`config.mk`:
```
export PLATFORM = sky130hd
export DESIGN_NAME = brpipe_ctrl
export DESIGN_NICKNAME = d
export VERILOG_FILES = /design/src/rtl/brpipe_pkg.sv /design/src/rtl/brpipe_exec_fsm.sv /design/src/rtl/brpipe_hazard.sv /design/src/rtl/brpipe_ctrl.sv
export SDC_FILE = /design/constraint.sdc
export NUM_CORES = 1
export LEC_CHECK = 0
export BUFFER_PORTS_ARGS = -buffer_cell sky130_fd_sc_hd__buf_2
export CORE_UTILIZATION = 60
export DETAILED_ROUTE_END_ITERATION = 10
export PLACE_DENSITY_LB_ADDON = 0.25
export REMOVE_ABC_BUFFERS = 1
export SLEW_MARGIN = 20
export SYNTH_ARGS = -nofsm -noshare
export SYNTH_HDL_FRONTEND = slang
export SYNTH_SLANG_ARGS = --single-unit
```
`constraint.sdc`:
```
create_clock -name clk -period 4.9 [get_ports clk]
set_input_delay 0.98 -clock clk [delete_from_list [all_inputs] [get_ports clk]]
set_output_delay 0.98 -clock clk [all_outputs]
set_load 0.03 [all_outputs]
```
`src/rtl/brpipe_pkg.sv`:
```
package brpipe_pkg;

    typedef enum logic [1:0] {
        OP_PLAIN  = 2'd0,
        OP_MULTI  = 2'd1,
        OP_BRANCH = 2'd2,
        OP_AWRITE = 2'd3
    } op_e;

    typedef struct packed {
        op_e  op;
        logic uses_areg;
        logic delayed;
        logic taken;
    } ctl_t;

    typedef enum logic {
        EX_FLOW = 1'b0,
        EX_HOLD = 1'b1
    } ex_state_e;

    localparam int unsigned STAGES = 3;
    localparam int unsigned SF = 0;
    localparam int unsigned SD = 1;
    localparam int unsigned SE = 2;

endpackage

```
`src/rtl/brpipe_exec_fsm.sv`:
```
module brpipe_exec_fsm
    import brpipe_pkg::*;
#(
    parameter int unsigned CNT_W = 3
) (
    input  logic             clk,
    input  logic             rst_n,
    input  logic             i_load,
    input  logic             i_multi,
    input  logic [CNT_W-1:0] i_count,
    output logic             o_hold
);

    localparam logic [CNT_W-1:0] ONE = CNT_W'(1);

    ex_state_e        state_q, state_d;
    logic [CNT_W-1:0] left_q, left_d;

    always_ff @(posedge clk) begin
        if (!rst_n) begin
            state_q <= EX_FLOW;
            left_q  <= '0;
        end else begin
            state_q <= state_d;
            left_q  <= left_d;
        end
    end

    always_comb begin
        state_d = state_q;
        left_d  = left_q;
        o_hold  = 1'b0;
        unique case (state_q)
            EX_FLOW: begin
                if (i_load && i_multi && (i_count > ONE)) begin
                    state_d = EX_HOLD;
                    left_d  = i_count - ONE;
                end
            end
            EX_HOLD: begin
                o_hold = 1'b1;
                left_d = left_q - ONE;
                if (left_q == ONE) begin
                    state_d = EX_FLOW;
                end
            end
            default: state_d = EX_FLOW;
        endcase
    end

    // a hold is always backed by remaining cycles
    a_r7_hold_has_cycles: assert property (@(posedge clk) disable iff (!rst_n)
        (state_q == EX_HOLD) |-> (left_q != '0));

    // the last counted cycle returns the sequencer to FLOW
    a_r7_hold_ends: assert property (@(posedge clk) disable iff (!rst_n)
        (state_q == EX_HOLD && left_q == ONE) |=> (state_q == EX_FLOW));

endmodule

```
`src/rtl/brpipe_hazard.sv`:
```
module brpipe_hazard
    import brpipe_pkg::*;
(
    input  logic e_valid,
    input  ctl_t e_ctl,
    input  logic d_valid,
    input  ctl_t d_ctl,
    input  logic hold,
    output logic o_redirect,
    output logic o_squash,
    output logic o_interlock,
    output logic o_advance
);

    always_comb begin
        o_redirect  = e_valid && (e_ctl.op == OP_BRANCH) && e_ctl.taken && !hold;
        o_squash    = o_redirect && !e_ctl.delayed;
        o_interlock = !hold && e_valid && (e_ctl.op == OP_AWRITE)
                      && d_valid && d_ctl.uses_areg;
        o_advance   = !hold && !o_interlock;
    end

endmodule

```
`src/rtl/brpipe_ctrl.sv`:
```
module brpipe_ctrl
    import brpipe_pkg::*;
#(
    parameter int unsigned PC_W  = 8,
    parameter int unsigned CNT_W = 3
) (
    input  logic             clk,
    input  logic             rst_n,
    input  logic [1:0]       i_op,
    input  logic             i_uses_areg,
    input  logic             i_delay_mode,
    input  logic             i_cond_taken,
    input  logic [CNT_W-1:0] i_xfer_count,
    input  logic [PC_W-1:0]  i_target,
    output logic [PC_W-1:0]  o_fetch_pc,
    output logic             o_redirect,
    output logic [2:0]       o_stage_valid,
    output logic             o_ret_valid,
    output logic [PC_W-1:0]  o_ret_pc
);

    localparam logic [PC_W-1:0] PC_ONE = PC_W'(1);

    logic             valid_q [STAGES];
    logic [PC_W-1:0]  pc_q    [STAGES];
    ctl_t             ctl_q   [STAGES];
    logic [CNT_W-1:0] cnt_q   [STAGES];
    logic [PC_W-1:0]  tgt_q   [STAGES];
    logic [PC_W-1:0]  fetch_q;

    logic hold, redirect, squash, interlock, advance;
    logic en   [STAGES];
    logic keep [STAGES];
    ctl_t in_ctl;

    brpipe_hazard u_hazard (
        .e_valid     (valid_q[SE]),
        .e_ctl       (ctl_q[SE]),
        .d_valid     (valid_q[SD]),
        .d_ctl       (ctl_q[SD]),
        .hold        (hold),
        .o_redirect  (redirect),
        .o_squash    (squash),
        .o_interlock (interlock),
        .o_advance   (advance)
    );

    brpipe_exec_fsm #(.CNT_W(CNT_W)) u_exec (
        .clk     (clk),
        .rst_n   (rst_n),
        .i_load  (!hold),
        .i_multi (valid_q[SD] && !squash && !interlock && (ctl_q[SD].op == OP_MULTI)),
        .i_count (cnt_q[SD]),
        .o_hold  (hold)
    );

    always_comb begin
        in_ctl.op        = op_e'(i_op);
        in_ctl.uses_areg = i_uses_areg;
        in_ctl.delayed   = i_delay_mode;
        in_ctl.taken     = i_cond_taken;
        en[SF]   = advance;
        keep[SF] = 1'b1;
        en[SD]   = advance;
        keep[SD] = !squash;
        en[SE]   = !hold;
        keep[SE] = !squash && !interlock;
    end

    always_ff @(posedge clk) begin
        if (!rst_n) begin
            fetch_q <= '0;
            for (int s = 0; s < STAGES; s++) begin
                valid_q[s] <= 1'b0;
                pc_q[s]    <= '0;
                ctl_q[s]   <= '0;
                cnt_q[s]   <= '0;
                tgt_q[s]   <= '0;
            end
        end else begin
            if (en[SF]) begin
                valid_q[SF] <= 1'b1;
                pc_q[SF]    <= o_fetch_pc;
                ctl_q[SF]   <= in_ctl;
                cnt_q[SF]   <= i_xfer_count;
                tgt_q[SF]   <= i_target;
                fetch_q     <= o_fetch_pc + PC_ONE;
            end
            for (int s = 1; s < STAGES; s++) begin
                if (en[s]) begin
                    valid_q[s] <= valid_q[s-1] && keep[s];
                    pc_q[s]    <= pc_q[s-1];
                    ctl_q[s]   <= ctl_q[s-1];
                    cnt_q[s]   <= cnt_q[s-1];
                    tgt_q[s]   <= tgt_q[s-1];
                end
            end
        end
    end

    always_comb begin
        o_fetch_pc    = redirect ? tgt_q[SE] : fetch_q;
        o_redirect    = redirect;
        o_stage_valid = {valid_q[SE], valid_q[SD], valid_q[SF]};
        o_ret_valid   = valid_q[SE] && !hold;
        o_ret_pc      = pc_q[SE];
    end

    // an immediate-mode taken branch empties D and E behind it
    a_r5_squash_kills: assert property (@(posedge clk) disable iff (!rst_n)
        squash |=> (!valid_q[SD] && !valid_q[SE]));

    // the target lands in F on the edge after resolution
    a_r3_target_fetched: assert property (@(posedge clk) disable iff (!rst_n)
        redirect |=> (valid_q[SF] && pc_q[SF] == $past(tgt_q[SE])));

    // in delayed mode the first slot moves into E
    a_r4_slot_advances: assert property (@(posedge clk) disable iff (!rst_n)
        (redirect && !squash && valid_q[SD]) |=> (valid_q[SE] && pc_q[SE] == $past(pc_q[SD])));

    // the interlock puts a bubble in E and keeps the user in D
    a_r8_bubble: assert property (@(posedge clk) disable iff (!rst_n)
        interlock |=> (!valid_q[SE] && valid_q[SD] && pc_q[SD] == $past(pc_q[SD])));

    // younger work and fetch hold while the transfer occupies E
    a_r7_stall_holds: assert property (@(posedge clk) disable iff (!rst_n)
        hold |=> ($stable(fetch_q) && $stable(pc_q[SE]) && $stable(pc_q[SD])));

endmodule

```
=== After elaboration in Yosys (flattened, before gate mapping) ===
Memories as Yosys holds them, arrays and structs flattened.
Cells that the tools add are included.

* Flip-flop bits (word level): 12
* Bits in writable memories: 75
* Input port bits: 18
* Memories kept: 5

{| class="wikitable"
|+ Memories
! memory !! depth !! bits a word !! read ports !! clocked after memory_dff !! write ports !! line !! RTL
|-
| pc_q || 3 || 8 || 3 || 0 || 3 || brpipe_ctrl.sv:25 || <nowiki>logic [PC_W-1:0] pc_q [STAGES];</nowiki>
|-
| tgt_q || 3 || 8 || 3 || 0 || 3 || brpipe_ctrl.sv:28 || <nowiki>logic [PC_W-1:0] tgt_q [STAGES];</nowiki>
|-
| ctl_q || 3 || 5 || 3 || 0 || 3 || brpipe_ctrl.sv:26 || <nowiki>ctl_t ctl_q [STAGES];</nowiki>
|-
| cnt_q || 3 || 3 || 2 || 0 || 3 || brpipe_ctrl.sv:27 || <nowiki>logic [CNT_W-1:0] cnt_q [STAGES];</nowiki>
|-
| valid_q || 3 || 1 || 3 || 0 || 3 || brpipe_ctrl.sv:24 || <nowiki>logic valid_q [STAGES];</nowiki>
|}

* Add/sub/neg operators: 3
* Order comparisons: 1
* Equal/unequal tests: 5
* Multiplexer cells: 29
* Bitwise gates (word level): 16
* Reductions and logical operators: 21

{| class="wikitable"
|+ Operators by type and width
! operator !! number
|-
| 8-bit 2-to-1 mux || 7
|-
| 1-bit logical AND || 17
|-
| 5-bit 2-to-1 mux || 3
|-
| 1-bit bitwise OR || 15
|-
| 1-bit 2-to-1 mux || 13
|-
| 3-bit 2-to-1 mux || 4
|-
| 8-bit by 1-bit adder with 8-bit output (second input constant) || 1
|-
| 3-bit case mux with 2 select lines || 1
|-
| 3-bit by 1-bit subtractor with 3-bit output (second input constant) || 2
|-
| 2-bit equality test (second input constant) || 2
|-
| 1-bit logical NOT || 4
|-
| 3-bit by 1-bit equality test with 1-bit output (second input constant) || 1
|-
| 3-bit by 1-bit > comparator with 1-bit output (second input constant) || 1
|-
| 2-bit by 1-bit equality test with 1-bit output (second input constant) || 1
|-
| 2-bit by 1-bit != test with 1-bit output (second input constant) || 1
|-
| 1-bit case mux with 2 select lines || 1
|-
| 1-bit NOT || 1
|}

=== Longest topological paths before layout ===
Gate-level depths: netlist (run 1).
An unclocked memory read counts as a cell.

* Depth in word-level cells: 14
* Gate-level depth with buffers: 13
* Mapped depth without buffers: 11

=== Modules after synthesis ===
Synthesis (run 1) repeated with hierarchy kept, for this count alone.

* Cell total of the unflattened synthesis: 278
* Area, all modules: 3738.6 sq um

{| class="wikitable"
|+ By module, submodules not included
! module !! times used !! cells each !! area an instance (sq um) !! seq. area each (sq um)
|-
| brpipe_ctrl || 1 || 239 || 3413.3 || 2322.2
|-
| brpipe_exec_fsm || 1 || 32 || 275.3 || 80.1
|-
| brpipe_hazard || 1 || 7 || 50.0 || 0.0
|}

=== Worst setup path before layout (run 1) ===
OpenSTA, ideal clock, no wires.

* Kind: input to register
* Start: input port rst_n
* End: memory cnt_q[0][0] (enable)
* Library setup time: 409 ps
* Arrival: 2218 ps
* Data required time: 4491 ps
* Setup slack: 2273 ps
* Stages: 2
* Path buffers: 1
* Cell sequence: buf_2 -> nand2_1

{| class="wikitable"
|+ RTL lines
! what !! line !! RTL
|-
| from (decl) || brpipe_ctrl.sv:8 || <nowiki>input logic rst_n,</nowiki>
|-
| to (decl) || brpipe_ctrl.sv:27 ||
|}

=== Final worst setup path (run 1) ===
* Start: register u_exec.state_q
* End: output port o_fetch_pc[0]

* Cells in the longest elaborated chain, start to end: 4

{| class="wikitable"
|+ RTL lines
! what !! line !! RTL
|-
| from (decl) || brpipe_exec_fsm.sv:16 || <nowiki>ex_state_e state_q, state_d;</nowiki>
|-
| from (signal assigned) || brpipe_exec_fsm.sv:24 || <nowiki>state_q <= state_d;</nowiki>
|-
| 1-bit 2-to-1 mux || brpipe_exec_fsm.sv:33 || <nowiki>unique case (state_q)</nowiki>
|-
| 1-bit logical NOT || brpipe_hazard.sv:16 || <nowiki>o_redirect = e_valid && (e_ctl.op == OP_BRANCH) && e_ctl.taken && !hold;</nowiki>
|-
| 1-bit logical AND || brpipe_hazard.sv:16 ||
|-
| 8-bit 2-to-1 mux || brpipe_ctrl.sv:102 || <nowiki>o_fetch_pc = redirect ? tgt_q[SE] : fetch_q;</nowiki>
|-
| to (decl) || brpipe_ctrl.sv:15 || <nowiki>output logic [PC_W-1:0] o_fetch_pc,</nowiki>
|}

Every way passes these cells.

==> qor.yml, run 1 <==
final_util: 0.693
clkPwrFrac: 0.419
detailed_place.area_um2: 3830
fp.dieW_um: 80.3
postRouteWirelength_um: 5180
holdBufCountCts: 0
dieHeight_um: 80.3
final_net_count: 344
required_ns: 3.92
min_period_over_period: 0.662
vdd.ir_drop.worst_mv: 0.248
tritoncts: "yes"
numPortBuffers: 38
proportion_of_synthesized_chip_area_in_sequential_cells: 0.644
cts_resized: 0
first_global_vias: 1887
static-leakage-power_nw: 1.77
timing_worst_slew_pin_value_ns: 0.911
yosys_warns: 0
mappedNetlistArea_um2: 3680
path_clk_slew_ns: 0.08
final-max-slew-violation-count: 0
post_synth_inst_count: 293
pin_count_of_the_biggest_net_entering_global_routing: 68
p_int_mw: 1.21
place.detailed.hpwl_um: 3290
cts_inserted_buffers: 9
synth.ff_latch_count: 83
switchingPower_mw: 0.293
post_detailed_route_drc_marker_count: 0
num_antenna_cells: 0
viasPerCell: 5.25
grt.overflow.total: 0
setup_tns_ns: 0
initial_antenna_violation_count: 0
design_power_mw: 1.50
ant_nets: 0
worstSetupPathType: "flop to output port"
drt_iter0_drc: 176
gr-usage-all-layers: 0.182
pwr-share-seq: 0.535
worst_slack_ns: 1.66
final-seq-area_um2: 2370
die_area_um2: 6450
ioPinCount: 39
final.min_clock_period_ns: 3.24
coreArea_um2: 5920
setup.worst_path.end_class: "output port"
clock-skew-final_ns: 0.00763
clock_sinks: 83
hp-class: "flop to flop"
post_route_cells_drive_above_1_share: 0.193
slew-limit-headroom: 0.391
initial_core_util: 0.622
multi_input_area_um2: 1130
flow.area_growth_from_synthesis_pct: 11.5
switching_share: 0.195
grt_pass1_wl_um: 8420
route.vias.total: 2106
fin_hold_ws_ns: 0.500
max_freq_ghz: 0.308
max-cap-violations: 0
worst_skew_pair.late_latency_ns: 0.35
postSynth.topFlopCell: "sky130_fd_sc_hd__edfxtp_1"
power.density_cell_area_nw_per_um2: 366
num_rows: 28
ctsLongestPathBuffers: 2
setup_viol: 0
post-route-cell-area_um2: 4100
async_reset_ff_frac: 0
numPlacedInstances: 385
gp_routability_congestion: 0.848
pre_cts_ws_ns: 2.06
synth_enable_flop_cells: 71
finish.cell_count_without_fillers: 401
drt-pass1-iter-count: 4
crit_fanout: 18
postCtsSetupRepairBufs: 0
hold_viol: 0
clock_tree.root_cell: "sky130_fd_sc_hd__clkbuf_8"
syn_avg_cell_area_um2: 12.6
fill_cells: 406
cts.htree.levels: 3
combPwrFrac: 0.046
post_synth_num_cell_types: 41
cp.arrival_ns: 2.26
crit_path_start_kind: "flop"
setup_repair_after_global_routing_missed_its_margin: "no"
wire_per_inst_um: 12.9
outcome: "finished clean"
layout by cell type, fill, tap and decap left out, types with 2 or more instances in the layout:
cell type	count
sky130_fd_sc_hd__buf_2	38
sky130_fd_sc_hd__nor3_1	4
sky130_fd_sc_hd__dfxtp_1	12
sky130_fd_sc_hd__nor2b_1	2
sky130_fd_sc_hd__a21oi_1	10
sky130_fd_sc_hd__a21o_1	3
sky130_fd_sc_hd__nand2_1	23
sky130_fd_sc_hd__clkbuf_8	9
sky130_fd_sc_hd__xnor2_1	4
sky130_fd_sc_hd__nand4_1	2
sky130_fd_sc_hd__a211oi_1	3
sky130_fd_sc_hd__ha_1	5
sky130_fd_sc_hd__xor2_1	3
sky130_fd_sc_hd__a22oi_1	2
sky130_fd_sc_hd__nor4_1	2
sky130_fd_sc_hd__inv_1	9
sky130_fd_sc_hd__nand3_1	10
sky130_fd_sc_hd__edfxtp_1	71
sky130_fd_sc_hd__nand2b_1	3
sky130_fd_sc_hd__and2_1	65
sky130_fd_sc_hd__nor2_1	12
sky130_fd_sc_hd__mux2i_1	3
sky130_fd_sc_hd__bufinv_16	4
sky130_fd_sc_hd__o21ai_1	7
sequential cells by signal, summed over array words and instances, names as in the netlist:
name            cells
ctl_q              14
fetch_q             8
u_exec.left_q       3
tgt_q              24
valid_q             3
cnt_q               6
pc_q               24
u_exec.state_q      1
cell usage after synthesis, types with 4 or more instances:
| cell type | count | area [um2] |
|---|---|---|
| sky130_fd_sc_hd__edfxtp_1 | 71 | 2130 |
| sky130_fd_sc_hd__xnor2_1 | 4 | 35.0 |
| sky130_fd_sc_hd__a21oi_1 | 10 | 50.1 |
| sky130_fd_sc_hd__ha_1 | 5 | 62.6 |
| sky130_fd_sc_hd__buf_4 | 10 | 75.1 |
| sky130_fd_sc_hd__inv_1 | 9 | 33.8 |
| sky130_fd_sc_hd__nand3_1 | 10 | 50.1 |
| sky130_fd_sc_hd__and2_1 | 65 | 407 |
| sky130_fd_sc_hd__nand2_1 | 24 | 90.1 |
| sky130_fd_sc_hd__clkbuf_1 | 8 | 30.0 |
| sky130_fd_sc_hd__nor2_1 | 12 | 45.0 |
| sky130_fd_sc_hd__dfxtp_1 | 12 | 240 |
| sky130_fd_sc_hd__o21ai_1 | 7 | 35.0 |
| sky130_fd_sc_hd__nor3_1 | 4 | 20.0 |
critical path, cell delays in order (launching register included):
cell and delay (ns):
sky130_fd_sc_hd__dfxtp_1 0.56, sky130_fd_sc_hd__nand4b_4 0.23, sky130_fd_sc_hd__or2_1 0.43, sky130_fd_sc_hd__inv_12 0.10, sky130_fd_sc_hd__mux2i_1 0.29, sky130_fd_sc_hd__inv_1 0.11, sky130_fd_sc_hd__buf_2 0.19
final timing paths:
path                                                     from                       endpoint  slack [ns]  depth (start not counted)
worst max register to register      u_exec.state_q$_SDFF_PN0_        fetch_q[6]$_SDFFE_PN0P_        2.24                         11
worst max-delay path                u_exec.state_q$_SDFF_PN0_                  o_fetch_pc[0]        1.66                          6
worst min register to register  u_exec.left_q[2]$_SDFFE_PN0P_  u_exec.left_q[2]$_SDFFE_PN0P_        0.50                          2
worst min-delay path            u_exec.left_q[2]$_SDFFE_PN0P_  u_exec.left_q[2]$_SDFFE_PN0P_        0.50                          2
area by class of cell:
type,instances,area share
Clock buffer,10,0.0311
Clock inverter,6,0.0332
Inverter,11,0.0131
Multi-Input combinational cell,178,0.275
Sequential cell,83,0.578
Tap cell,75,0.0229
Timing Repair Buffer,38,0.0463
cell families after synthesis:
group | count (synthesis) | synth area share
AOI/OAI and AO/OA | 29 | 0.0476
xor gates and xnor gates | 7 | 0.0167
adders and majority gates | 5 | 0.0170
buffers and inverters | 32 | 0.0506
DFF | 83 | 0.644
muxes | 5 | 0.0150
and+or+nand+nor | 132 | 0.209
power groups by stage:
stage | registers [mW] | logic (mW) | clock network, mW
6_report | 0.804 | 0.0697 | 0.630
3_3_place_gp | 0.819 | 0.0685 | 0
5_1_grt | 0.807 | 0.0782 | 0.666
2_1_floorplan | 0.822 | 0.0432 | 0
3_5_place_dp | 0.820 | 0.0702 | 0
4_1_cts | 0.804 | 0.0704 | 0.641
per-layer routing:
layer / global-route usage / part of all wire / up-vias
met3: 0.0591 / 0.044 / 12
met2: 0.297 / 0.48 / 62
li1: - / - / 1061
met4: 0.113 / 0.027 / 0
met5: 0 / 0 / -
met1: 0.207 / 0.45 / 971
Power figures use the tool's default switching activity.
==> run 2: changes to the inputs <==
- CORE_UTILIZATION: 60 -> 52
- clock period: 4.9 -> 2.8 ns (I/O delays scaled with it)
==> run 2 against run 1 <==
Global-route usage decreased by 2.0 points. Power grew 51%. Highest routed layer unchanged. Critical path depth did not move.
==> qor.yml, run 2 (synthesis results as in run 1) <==
outcome: "finished clean"
numPlacedInstances: 410
clkPwrFrac: 0.326
reg2reg_start: "u_exec.state_q$_SDFF_PN0_"
critical-path-max-stage-delay_ns: 0.38
final-max-slew-violation-count: 0
setup_viol: 0
cp_slowest_cell: "sky130_fd_sc_hd__dfxtp_2"
ioPinCount: 39
fin_hold_ws_ns: 0.474
crit-reg2reg-capture: "fetch_q[6]$_SDFFE_PN0P_"
design_power_mw: 2.27
fill_cells: 583
ctsLongestPathBuffers: 2
rr_worst_depth: 11
holdCritStartpoint: "u_exec.left_q[2]$_SDFFE_PN0P_"
pin_count_of_the_biggest_net_entering_global_routing: 51
holdBufCountCts: 0
drt-pass1-iter-count: 4
layout_top_registers: "pc_q: 24 flops, tgt_q: 24 flops, ctl_q: 14 flops"
wire_per_inst_um: 12.6
final_net_count: 348
clock-skew-final_ns: 0.00635
worstSetupPathType: "flop to output port"
power.density_cell_area_nw_per_um2: 556
cts.htree.levels: 3
post_route_cells_drive_above_1_share: 0.203
numPortBuffers: 38
whs_endpoint: "u_exec.left_q[2]$_SDFFE_PN0P_"
finish.cell_count_without_fillers: 426
tritoncts: "yes"
required_ns: 2.24
grt.overflow.total: 0
grt_pass1_wl_um: 9060
switching_share: 0.227
clock_sinks: 83
layout_commonest_cell: "sky130_fd_sc_hd__edfxtp_1"
max-cap-violations: 0
setup.worst_path.end_class: "output port"
crit_path_cell_trace: "nand4b_4, or2_1, inv_12, mux2i_1, inv_1, buf_2"
p_int_mw: 1.76
timing_worst_slew_pin_value_ns: 0.907
path_clk_slew_ns: 0.08
fp.dieW_um: 86.1
cts_inserted_buffers: 9
min_period_over_period: 0.919
postRouteWirelength_um: 5350
initial_antenna_violation_count: 0
switchingPower_mw: 0.516
combPwrFrac: 0.056
static-leakage-power_nw: 1.75
crit_fanout: 18
dieHeight_um: 86.1
die_area_um2: 7420
coreArea_um2: 6830
ff2ff_setup_slack_ns: 0.41
final_util: 0.598
crit_path_start_kind: "flop"
place.detailed.hpwl_um: 3510
viasPerCell: 4.92
initial_core_util: 0.539
mostFrequentLayoutCells: "sky130_fd_sc_hd__edfxtp_1 (71), sky130_fd_sc_hd__and2_1 (65), sky130_fd_sc_hd__buf_2 (38)"
num_rows: 30
cp.arrival_ns: 2.01
hold-path-cell-count: 2
ant_nets: 0
final.min_clock_period_ns: 2.57
hp-class: "flop to flop"
cts_resized: 0
postCtsSetupRepairBufs: 0
pwr-share-seq: 0.619
post_detailed_route_drc_marker_count: 0
flow.area_growth_from_synthesis_pct: 11.0
clock_tree.root_cell: "sky130_fd_sc_hd__clkbuf_8"
gp_routability_congestion: 0.868
slew-limit-headroom: 0.394
hold_viol: 0
setup_tns_ns: 0
num_antenna_cells: 0
first_global_vias: 2000
setup_repair_after_global_routing_missed_its_margin: "no"
route.vias.total: 2094
max_freq_ghz: 0.388
gr-usage-all-layers: 0.162
worst_skew_pair.late_latency_ns: 0.34
drt_iter0_drc: 124
vdd.ir_drop.worst_mv: 0.306
[run 2: worst max-delay path, delay by kind of cell (launching register included)]
family	cells	cell delay (ns)
simple gates	2	0.56
flops	1	0.38
buf+inv	3	0.39
mux	1	0.35
[run 2: metrics by stage]
stage,instance area [um2],setup WS (ns)
after floorplan,3550,0.194
after global placement,3920,0.485
after detailed placement,3920,0.379
after CTS,4090,0.113
after global routing,4090,0.0397
final,4090,0.226
[run 2: per-layer routing]
metal	track usage	up-vias	part of all wire
met5	0	-	0
met4	0.0864	0	0.017
met3	0.0404	10	0.036
met2	0.263	52	0.50
met1	0.200	961	0.45
li1	-	1071	-
[run 2: how the worst max path moves through the flow]
stage / slack, ns / start / cells past startpoint / endpoint
floorplan: 0.19 / valid_q[0][2]$_SDFFCE_PN0P_ / 11 / fetch_q[4]$_SDFFE_PN0P_
global placement: 0.49 / u_exec.state_q$_SDFF_PN0_ / 11 / fetch_q[6]$_SDFFE_PN0P_
CTS: 0.11 / u_exec.state_q$_SDFF_PN0_ / 6 / o_fetch_pc[2]
global route: 0.04 / valid_q[0][2]$_SDFFCE_PN0P_ / 6 / o_fetch_pc[2]
detailed placement: 0.38 / u_exec.state_q$_SDFF_PN0_ / 11 / fetch_q[6]$_SDFFE_PN0P_
finish: 0.23 / u_exec.state_q$_SDFF_PN0_ / 6 / o_fetch_pc[2]
[run 2: layout make-up]
| cell class | instances | area [um2] | area share |
|---|---|---|---|
| clock inverter | 6 | 42.5 | 0.0104 |
| inverter | 11 | 53.8 | 0.0132 |
| timing repair buffer | 42 | 245 | 0.0600 |
| clock buffer | 10 | 128 | 0.0312 |
| sequential | 83 | 2370 | 0.581 |
| tap | 96 | 120 | 0.0294 |
| multi-input combinational | 178 | 1120 | 0.275 |
[run 2: power groups by stage]
| stage | sequential (mW) | combinational [mW] | clock, mW |
|---|---|---|---|
| after floorplan | 1.44 | 0.0756 | 0 |
| after global placement | 1.43 | 0.125 | 0 |
| after detailed placement | 1.43 | 0.129 | 0 |
| after CTS | 1.41 | 0.129 | 0.759 |
| after global routing | 1.41 | 0.142 | 0.810 |
| final | 1.41 | 0.127 | 0.740 |
==> run 3: changes to the inputs <==
- clock period: 2.8 -> 2.2 ns (I/O delays scaled with it)
==> run 3 against run 2 <==
Sequential share of layout area fell by 3.1 points. Cell count grew 2.8%. Critical path type unchanged. Largest power group unchanged. Wire length up 6.2%. Clock power grew 58%. Power is 38% higher. Worst setup slack worse by 0.15 ns. Global-route usage is 0.85 points higher. Non-clock buffer count is 12 higher. First-iteration DRC count up 15%. Count of clock-buffer cells in the layout is 1 lower.
==> qor.yml, run 3 (synthesis results as in run 1) <==
clock_tree.root_cell: "sky130_fd_sc_hd__clkbuf_8"
holdBufCountCts: 0
static-leakage-power_nw: 1.84
gr-usage-met1: 0.212
layout_top_registers: "pc_q: 24 flops, tgt_q: 24 flops, ctl_q: 14 flops"
power.density_cell_area_nw_per_um2: 729
min_period_over_period: 0.967
postRouteWirelength_um: 5680
final_net_count: 360
initial_antenna_violation_count: 0
num_rows: 30
globalRouteMet2Util: 0.285
ctsLongestPathBuffers: 2
timing_worst_slew_pin_value_ns: 0.361
clock_sinks: 83
wire_per_inst_um: 13.0
cts_inserted_buffers: 9
first_global_vias: 2026
globalRouteMet3Util: 0.0520
ioPinCount: 39
worst_skew_pair.late_latency_ns: 0.34
setup.worst_path.end_class: "output port"
cts.htree.levels: 3
tritoncts: "yes"
drt_iter0_drc: 143
vdd.ir_drop.worst_mv: 0.542
post_route_cells_drive_above_1_share: 0.254
dieHeight_um: 86.1
worst_slack_ns: 0.0735
final-max-slew-violation-count: 0
slew-limit-headroom: 0.758
design_power_mw: 3.15
clock-skew-final_ns: 0.0102
crit_path_start_kind: "flop"
layout_commonest_cell: "sky130_fd_sc_hd__edfxtp_1"
viasPerCell: 4.93
gr-max-usage-layer: "met2"
crit_fanout: 7
grt.overflow.total: 0
max-cap-violations: 0
num_antenna_cells: 0
drt-pass1-iter-count: 4
initial_core_util: 0.539
path_clk_slew_ns: 0.09
outcome: "finished clean"
grt_pass1_wl_um: 9500
gp_routability_congestion: 0.835
final.min_clock_period_ns: 2.13
post_detailed_route_drc_marker_count: 0
gr-usage-all-layers: 0.170
die_area_um2: 7420
coreArea_um2: 6830
setup_viol: 0
fp.dieW_um: 86.1
pre_cts_ws_ns: 0.0219
route.vias.total: 2161
cp.arrival_ns: 1.69
mostFrequentLayoutCells: "sky130_fd_sc_hd__edfxtp_1 (71), sky130_fd_sc_hd__and2_1 (65), sky130_fd_sc_hd__buf_2 (30)"
worstSetupPathType: "flop to output port"
required_ns: 1.76
pin_count_of_the_biggest_net_entering_global_routing: 68
flow.area_growth_from_synthesis_pct: 17.3
numPortBuffers: 38
place.detailed.hpwl_um: 3720
max_freq_ghz: 0.470
hp-class: "primary input to flop"
fin_hold_ws_ns: 0.370
ant_nets: 0
hold_viol: 0
-- run 3: report_power, final --
group	switching (mW)	internal [mW]	total, mW
combinational	0.101	0.0850	0.186
clock	0.533	0.635	1.17
sequential	0.0326	1.76	1.79
-- run 3: layout make-up --
cell class,instances,area [um2]
clock buffer,9,124
inverter,11,53.8
clock inverter,7,92.6
tap,96,120
multi-input combinational,178,1170
fill,582,2510
timing repair buffer,54,382
sequential,83,2370
-- run 3: path summary, 6_finish.rpt --
path,start,endpoint,slack (ns),cells after the start
max,valid_q[0][2]$_SDFFCE_PN0P_,o_fetch_pc[0],0.07,6
min,i_cond_taken,ctl_q[0][0]$_SDFFCE_PN0P_,0.37,2
max reg2reg,valid_q[0][2]$_SDFFCE_PN0P_,fetch_q[6]$_SDFFE_PN0P_,0.16,11
min reg2reg,u_exec.left_q[2]$_SDFFE_PN0P_,u_exec.left_q[2]$_SDFFE_PN0P_,0.47,2
-- run 3: critical path: stages, from the launching register on --
cell                       delay, ns
sky130_fd_sc_hd__edfxtp_1       0.40
sky130_fd_sc_hd__nand4b_4       0.11
sky130_fd_sc_hd__or2_4          0.28
sky130_fd_sc_hd__inv_12         0.09
sky130_fd_sc_hd__mux2i_4        0.24
sky130_fd_sc_hd__inv_2          0.07
sky130_fd_sc_hd__buf_6          0.14
-- run 3: timing repair --
action | 4_1_cts | 5_1_grt
pin swaps | 2 | 1
endpoints found under the setup margin | 9 | 10
buffers inserted | 3 | 1
resized for setup | 13 | 17
-- run 3: per-stage QoR --
| stage | TNS (ns) | utilization | cells | instance area [um2] |
|---|---|---|---|---|
| floorplan | -17.43 | - | 272 | 3550 |
| detailed placement | 0 | 0.585 | 419 | 4000 |
| CTS | 0 | 0.625 | 437 | 4270 |
| global placement | 0 | 0.585 | 419 | 4000 |
| finish | 0 | 0.632 | 438 | 4320 |
| global route | -0.0126 | 0.632 | 438 | 4320 |
-- run 3: metal layers --
metal | vias to the layer above | part of all wire
li1 | 1090 | -
met1 | 1017 | 0.44
met2 | 45 | 0.51
met3 | 9 | 0.034
met4 | 0 | 0.014
met5 | - | 0
